==> src/rtl/diskio_pkg.sv <==
package diskio_pkg;
  localparam int NUM_WIN    = 5;
  localparam int IO_EN_BIT  = 0;
  localparam int BM_EN_BIT  = 2;
  localparam int SEL_OFFSET = 6;
  localparam int SEL_BIT    = 4;

  // Index order is also match priority (lowest index wins)
  typedef enum logic [2:0] {
    WIN_PCMD = 3'd0,
    WIN_PCTL = 3'd1,
    WIN_SCMD = 3'd2,
    WIN_SCTL = 3'd3,
    WIN_BM   = 3'd4,
    WIN_NONE = 3'd7
  } winSel_e;

  typedef struct packed {
    logic    fwdDrv;
    logic    fwdBm;
    logic    selLoad;
    logic    rspLoad;
    logic    decErr;
    logic    useDrvData;
    logic    useBmData;
    logic    chan;
    logic    slave;
    logic    isCtrl;
    winSel_e win;
  } strobe_t;
endpackage

==> src/rtl/diskio_ctrl.sv <==
module diskio_ctrl
  import diskio_pkg::*;
(
  input  logic               reqValid,
  input  logic               reqWrite,
  input  logic [2:0]         reqSize,
  input  logic               ioEn,
  input  logic               bmEn,
  input  logic [NUM_WIN-1:0] winHit,
  input  logic               priSelHit,
  input  logic               secSelHit,
  input  logic               bmInRange,
  input  logic               bmUpper,
  input  logic [1:0]         selReg,
  input  logic               selData,
  input  logic [3:0]         drivePresent,
  output strobe_t            stb
);
  winSel_e pick;
  logic    sizeOk;
  logic    isSec;
  logic    isCmd;
  logic    effSel;
  logic    present;

  always_comb begin
    pick = WIN_NONE;
    for (int i = NUM_WIN - 1; i >= 0; i--) begin
      if (winHit[i]) pick = winSel_e'(3'(i));
    end
  end

  assign sizeOk = (reqSize == 3'd1) || (reqSize == 3'd2) || (reqSize == 3'd4);
  assign isSec  = (pick == WIN_SCMD) || (pick == WIN_SCTL);
  assign isCmd  = (pick == WIN_PCMD) || (pick == WIN_SCMD);

  always_comb begin
    stb     = '0;
    stb.win = WIN_NONE;
    effSel  = 1'b0;
    present = 1'b0;
    if (reqValid) begin
      stb.rspLoad = 1'b1;
      if (!ioEn) begin
        stb.rspLoad = 1'b1;
      end else if (!sizeOk) begin
        stb.decErr = 1'b1;
      end else begin
        stb.win = pick;
        case (pick)
          WIN_PCMD, WIN_PCTL, WIN_SCMD, WIN_SCTL: begin
            stb.chan    = isSec;
            stb.isCtrl  = !isCmd;
            stb.selLoad = reqWrite && isCmd && (isSec ? secSelHit : priSelHit);
            effSel      = stb.selLoad ? selData : selReg[isSec];
            stb.slave   = effSel;
            present     = drivePresent[{isSec, effSel}];
            stb.fwdDrv     = present;
            stb.useDrvData = present && !reqWrite;
          end
          WIN_BM: begin
            if (!bmInRange) begin
              stb.decErr = 1'b1;
            end else begin
              stb.chan = bmUpper;
              if (!(reqWrite && !bmEn)) begin
                stb.fwdBm     = 1'b1;
                stb.useBmData = !reqWrite;
              end
            end
          end
          default: stb.decErr = 1'b1;
        endcase
      end
    end
  end
endmodule

==> src/rtl/diskio_datapath.sv <==
module diskio_datapath
  import diskio_pkg::*;
#(
  parameter int AW            = 16,
  parameter int DW            = 32,
  parameter int PRI_CMD_SHIFT = 1,
  parameter int PRI_CTRL_ADD  = 2,
  parameter int BM_SPAN       = 8,
  localparam int BM_OFF_W     = $clog2(BM_SPAN)
) (
  input  logic                        clk,
  input  logic                        rstN,
  input  logic                        reqWrite,
  input  logic [AW-1:0]               reqAddr,
  input  logic [2:0]                  reqSize,
  input  logic [DW-1:0]               reqWdata,
  input  logic [NUM_WIN-1:0][AW-1:0]  winBase,
  input  logic [NUM_WIN-1:0][AW-1:0]  winSize,
  input  logic [DW-1:0]               drvRdata,
  input  logic [DW-1:0]               bmRdata,
  input  strobe_t                     stb,
  output logic [NUM_WIN-1:0]          winHit,
  output logic                        priSelHit,
  output logic                        secSelHit,
  output logic                        bmInRange,
  output logic                        bmUpper,
  output logic [1:0]                  selReg,
  output logic                        drvValid,
  output logic                        drvWrite,
  output logic                        drvChannel,
  output logic                        drvSlave,
  output logic                        drvIsCtrl,
  output logic [AW-1:0]               drvOffset,
  output logic [2:0]                  drvSize,
  output logic [DW-1:0]               drvWdata,
  output logic                        bmValid,
  output logic                        bmWrite,
  output logic                        bmChannel,
  output logic [BM_OFF_W-1:0]         bmOffset,
  output logic [2:0]                  bmSize,
  output logic [DW-1:0]               bmWdata,
  output logic                        rspValid,
  output logic                        rspDecErr,
  output logic [DW-1:0]               rspRdata
);
  logic [NUM_WIN-1:0][AW-1:0] winOff;
  logic [AW-1:0] priCmdOff;
  logic [AW-1:0] priCtlOff;

  for (genvar w = 0; w < NUM_WIN; w++) begin : g_win
    assign winOff[w] = reqAddr - winBase[w];
    assign winHit[w] = (reqAddr >= winBase[w]) && (winOff[w] < winSize[w]);
  end

  assign priCmdOff = winOff[WIN_PCMD] >> PRI_CMD_SHIFT;
  assign priCtlOff = winOff[WIN_PCTL] + AW'(PRI_CTRL_ADD);
  assign priSelHit = (priCmdOff == AW'(SEL_OFFSET));
  assign secSelHit = (winOff[WIN_SCMD] == AW'(SEL_OFFSET));
  assign bmInRange = (winOff[WIN_BM] < AW'(2 * BM_SPAN));
  assign bmUpper   = winOff[WIN_BM][BM_OFF_W];

  always_comb begin
    case (stb.win)
      WIN_PCMD: drvOffset = priCmdOff;
      WIN_PCTL: drvOffset = priCtlOff;
      WIN_SCMD: drvOffset = winOff[WIN_SCMD];
      WIN_SCTL: drvOffset = winOff[WIN_SCTL];
      default:  drvOffset = '0;
    endcase
  end

  assign drvValid   = stb.fwdDrv;
  assign drvWrite   = reqWrite;
  assign drvChannel = stb.chan;
  assign drvSlave   = stb.slave;
  assign drvIsCtrl  = stb.isCtrl;
  assign drvSize    = reqSize;
  assign drvWdata   = reqWdata;

  assign bmValid   = stb.fwdBm;
  assign bmWrite   = reqWrite;
  assign bmChannel = stb.chan;
  assign bmOffset  = winOff[WIN_BM][BM_OFF_W-1:0];
  assign bmSize    = reqSize;
  assign bmWdata   = reqWdata;

  always_ff @(posedge clk) begin
    if (!rstN) begin
      selReg <= 2'b00;
    end else if (stb.selLoad) begin
      selReg[stb.chan] <= reqWdata[SEL_BIT];
    end
  end

  always_ff @(posedge clk) begin
    if (!rstN) begin
      rspValid  <= 1'b0;
      rspDecErr <= 1'b0;
      rspRdata  <= '0;
    end else begin
      rspValid  <= stb.rspLoad;
      rspDecErr <= stb.decErr;
      if (stb.useDrvData)     rspRdata <= drvRdata;
      else if (stb.useBmData) rspRdata <= bmRdata;
      else                    rspRdata <= '0;
    end
  end
endmodule

==> src/rtl/diskio_decoder.sv <==
module diskio_decoder
  import diskio_pkg::*;
#(
  parameter int AW            = 16,
  parameter int DW            = 32,
  parameter int PRI_CMD_SHIFT = 1,
  parameter int PRI_CTRL_ADD  = 2,
  parameter int BM_SPAN       = 8
) (
  input  logic                             clk,
  input  logic                             rstN,
  input  logic [15:0]                      hostCmd,
  input  logic [NUM_WIN-1:0][AW-1:0]       winBase,
  input  logic [NUM_WIN-1:0][AW-1:0]       winSize,
  input  logic [3:0]                       drivePresent,
  input  logic                             reqValid,
  input  logic                             reqWrite,
  input  logic [AW-1:0]                    reqAddr,
  input  logic [2:0]                       reqSize,
  input  logic [DW-1:0]                    reqWdata,
  output logic                             drvValid,
  output logic                             drvWrite,
  output logic                             drvChannel,
  output logic                             drvSlave,
  output logic                             drvIsCtrl,
  output logic [AW-1:0]                    drvOffset,
  output logic [2:0]                       drvSize,
  output logic [DW-1:0]                    drvWdata,
  input  logic [DW-1:0]                    drvRdata,
  output logic                             bmValid,
  output logic                             bmWrite,
  output logic                             bmChannel,
  output logic [$clog2(BM_SPAN)-1:0]       bmOffset,
  output logic [2:0]                       bmSize,
  output logic [DW-1:0]                    bmWdata,
  input  logic [DW-1:0]                    bmRdata,
  output logic                             rspValid,
  output logic                             rspDecErr,
  output logic [DW-1:0]                    rspRdata,
  output logic [1:0]                       drvSelect
);
  strobe_t            stb;
  logic [NUM_WIN-1:0] winHit;
  logic               priSelHit;
  logic               secSelHit;
  logic               bmInRange;
  logic               bmUpper;

  diskio_ctrl u_ctrl (
    .reqValid     (reqValid),
    .reqWrite     (reqWrite),
    .reqSize      (reqSize),
    .ioEn         (hostCmd[IO_EN_BIT]),
    .bmEn         (hostCmd[BM_EN_BIT]),
    .winHit       (winHit),
    .priSelHit    (priSelHit),
    .secSelHit    (secSelHit),
    .bmInRange    (bmInRange),
    .bmUpper      (bmUpper),
    .selReg       (drvSelect),
    .selData      (reqWdata[SEL_BIT]),
    .drivePresent (drivePresent),
    .stb          (stb)
  );

  diskio_datapath #(
    .AW(AW), .DW(DW), .PRI_CMD_SHIFT(PRI_CMD_SHIFT),
    .PRI_CTRL_ADD(PRI_CTRL_ADD), .BM_SPAN(BM_SPAN)
  ) u_dp (
    .clk        (clk),
    .rstN       (rstN),
    .reqWrite   (reqWrite),
    .reqAddr    (reqAddr),
    .reqSize    (reqSize),
    .reqWdata   (reqWdata),
    .winBase    (winBase),
    .winSize    (winSize),
    .drvRdata   (drvRdata),
    .bmRdata    (bmRdata),
    .stb        (stb),
    .winHit     (winHit),
    .priSelHit  (priSelHit),
    .secSelHit  (secSelHit),
    .bmInRange  (bmInRange),
    .bmUpper    (bmUpper),
    .selReg     (drvSelect),
    .drvValid   (drvValid),
    .drvWrite   (drvWrite),
    .drvChannel (drvChannel),
    .drvSlave   (drvSlave),
    .drvIsCtrl  (drvIsCtrl),
    .drvOffset  (drvOffset),
    .drvSize    (drvSize),
    .drvWdata   (drvWdata),
    .bmValid    (bmValid),
    .bmWrite    (bmWrite),
    .bmChannel  (bmChannel),
    .bmOffset   (bmOffset),
    .bmSize     (bmSize),
    .bmWdata    (bmWdata),
    .rspValid   (rspValid),
    .rspDecErr  (rspDecErr),
    .rspRdata   (rspRdata)
  );
endmodule

==> config.mk <==
export PLATFORM = sky130hd
export DESIGN_NAME = diskio_decoder
export DESIGN_NICKNAME = d
export VERILOG_FILES = /design/src/rtl/diskio_pkg.sv /design/src/rtl/diskio_ctrl.sv /design/src/rtl/diskio_datapath.sv /design/src/rtl/diskio_decoder.sv
export SDC_FILE = /design/constraint.sdc
export NUM_CORES = 1
export LEC_CHECK = 0
export BUFFER_PORTS_ARGS = -buffer_cell sky130_fd_sc_hd__buf_2
export CORE_AREA = 2 2 168 170
export DETAILED_ROUTE_END_ITERATION = 10
export DIE_AREA = 0 0 170 172
export PLACE_DENSITY = 0.58
export RECOVER_POWER = 25
export SLEW_MARGIN = 20
export SYNTH_ARGS = -nofsm -noshare
export SYNTH_HDL_FRONTEND = slang
export SYNTH_SLANG_ARGS = --single-unit
==> constraint.sdc <==
create_clock -name clk -period 16.15 [get_ports clk]
set_input_delay 3.23 -clock clk [delete_from_list [all_inputs] [get_ports clk]]
set_output_delay 3.23 -clock clk [all_outputs]
set_load 0.01 [all_outputs]
==> results.toml <==
[run_status]
outcome = "finished clean"

[clock_tree]
ctsResizeCount = 0
cts.reportedPaths.clkPinSlew_ps = 50
clock-root-buffer = "clkbuf_16"
clock_sinks = 36
htree_levels = 2
cts_setup_buffers = 0
worstSkewPairLatency_ps = 290
postCtsHoldBufs = 0
cts_inserted_buffers = 5
max-clock-path-buffers = 2
tritoncts = "built"

[sta]
fin_tns_setup_ps = 0
worstMarginPinSlew_ps = 1010
drv_slew = 0
fin_skew_ps = 3.10
finalCritPeriodShare_pct = 79.5
hold_viol = 0
rsz0062_at_grt = "no"
setup_viol = 0
relSlewSlack_pct = 32.0
period_needed_ps = 12830
clock.fmax_mhz = 77.9

[drt]
drt-total-wl_um = 33900
first_pass_iters = 7
wire_per_inst_um = 19.1
drc = 0
viasPerCell = 5.24
drt_iter0_markers = 422
vias = 9302
ant_nets = 0

[hold_path]
hold_path_class = "flip-flop to flip-flop"

[yosys]
yosysWarningCount = 0
synth_largest_area_cell = "ha_1"
seq_area_frac_synth_pct = 8.24
synthTopCellsByArea = "ha_1 22%, inv_1 8.3%, dfxtp_1 8.2%"
syn_nets = 1645
synthArstFlopShare_pct = 0
synth_cell_types = 78
synth_edf_count = 0
syn-cell-area_um2 = 8750
synthCells = 1185
synthFlopType = "dfxtp_1"
ys_ff_latch = 36
netlist.area_leader.share_pct = 22.3
syn_avg_cell_area_um2 = 7.38

[worst_setup_path]
cp.required_ps = 12920
crit_path_max_fanout = 9
reg2reg_from = "u_dp.selReg[0]"
crit_path_end = "drvOffset[13]"
arrival_ps = 9600
critPathKind = "input pin to output port"
r2r_end = "u_dp.rspRdata[23]"
r2r_cells = 6
end_kind = "output port"
cp-start-kind = "input pin"
slowest_delay_ps = 660
worstPathCellList = "buf_2, inv_1, fa_1, nand2b_1, a211o_1, a2111oi_1, nor2_1, o311ai_1, ha_1, a21o_1, a221oi_1, o31ai_1, a21oi_1, nor2_1, nand2_1, nand2b_1, nor3_2, a222oi_1, a21oi_1, buf_2"
setup.worst_path.start = "reqAddr[1]"
critPathSlowestCell = "a21oi_1"
reg2reg_setup_slack_ps = 14440

[floorplanning]
fp.dieH_um = 172
rows = 61
core-area_um2 = 27500
die_w_um = 170
io_pins = 432
die_area_um2 = 29200
start_util_pct = 31.8

[finish]
diodes = 0
final_common_cell = "buf_2"
drive_gt1_share_pct = 22.6
multi_input_comb_area_um2 = 6640
final_cell_mix = "288 x buf_2, 194 x inv_1, 156 x ha_1"
fin_nets = 1888
area_delta_synth_final_pct = 17.7
n_fill_cell = 3025
seqCellArea_um2 = 721
final_cell_area_um2 = 10300

[placed_design]
routabilityCongestion = 0.963
placed_area_um2 = 10200
numPortBuffers = 324
place_hpwl_um = 29200

[grt]
grt_max_degree = 33
grt_pass1_vias = 9140
grtUsageTotal_pct = 22.0
overflow = 0
grt_antenna_before_repair = 1
grt_pass1_wl_um = 48800

[power_and_ir_drop]
p_per_area_nw_per_um2 = 59.4
leakage_nw = 5.54
ir_drop_uv = 36.2

[run]
drv_cap = 0
## worst max-delay path, delay by kind of cell
kind / cells / cell delay [ps]
compound gates: 9 / 3210
simple gates: 6 / 1640
fa+ha+maj: 2 / 840
buf+inv: 3 / 670
## registers in the layout, summed over array words and instances (netlist names)
name / cells
u_dp.rspValid: 1
u_dp.rspRdata: 32
u_dp.selReg: 2
u_dp.rspDecErr: 1
## final cells by class
cell class,count,area share [%]
sequential,36,7.00
tap,346,4.20
timing repair buffer,328,15.6
multi-input combinational,863,64.5
inverter,194,7.07
clock buffer,5,1.22
clock inverter,3,0.413
## cell families after synthesis
logic type,count (synthesis),share of synthesized area (%)
AOI/OAI and AO/OA,333,26.5
buffers and inverters,286,15.9
and+or+nand+nor,282,16.9
adders and majority gates,161,23.5
xor gates and xnor gates,75,7.51
DFF,36,8.24
muxes,12,1.46
## synthesized netlist by cell type, drive strengths merged (24+ instances only)
cell type,n
ha,156
and3,28
xnor2,51
nor2,56
xor2,24
inv,194
o21ai,63
nand2,65
dfxtp,36
buf,83
a21oi,86
a21o,30
## layer usage
layer  wire [um]  global-route usage [%]  vias up
li1            -                       -     4654
met1       13000                    23.8     4174
met2       16700                    41.7      389
met3        2590                    3.36       83
met4        1590                    10.8        2
met5          11                       0        -
## metrics by stage
| step | setup slack (ps) | total power, mW | utilization, % | std cells | hold slack, ps |
|---|---|---|---|---|---|
| 2_1_floorplan | 4900 | 0.381 | - | 1185 | 547 |
| 3_3_place_gp | 3260 | 0.495 | 37.0 | 1767 | 526 |
| 3_5_place_dp | 3270 | 0.499 | 37.0 | 1767 | 539 |
| 4_1_cts | 3250 | 0.612 | 37.6 | 1775 | 542 |
| 5_1_grt | 2890 | 0.662 | 37.5 | 1775 | 569 |
| 6_report | 3320 | 0.612 | 37.5 | 1775 | 538 |
## power breakdown
group / internal, mW / switching [mW]
combinational: 0.168 / 0.243
sequential: 0.0896 / 0.000204
clock: 0.0725 / 0.0389
total: 0.330 / 0.282
## worst min-delay path by stage
stage                   startpoint        endpoint  cells after the start
global route        u_dp.selReg[1]  u_dp.selReg[1]                      2
finish              u_dp.selReg[1]  u_dp.selReg[1]                      2
global placement    u_dp.selReg[1]  u_dp.selReg[1]                      2
detailed placement  u_dp.selReg[1]  u_dp.selReg[1]                      2
CTS                 u_dp.selReg[1]  u_dp.selReg[1]                      2
floorplan           u_dp.selReg[0]  u_dp.selReg[0]                      2
Note: power is estimated with default switching activity, not from simulation.
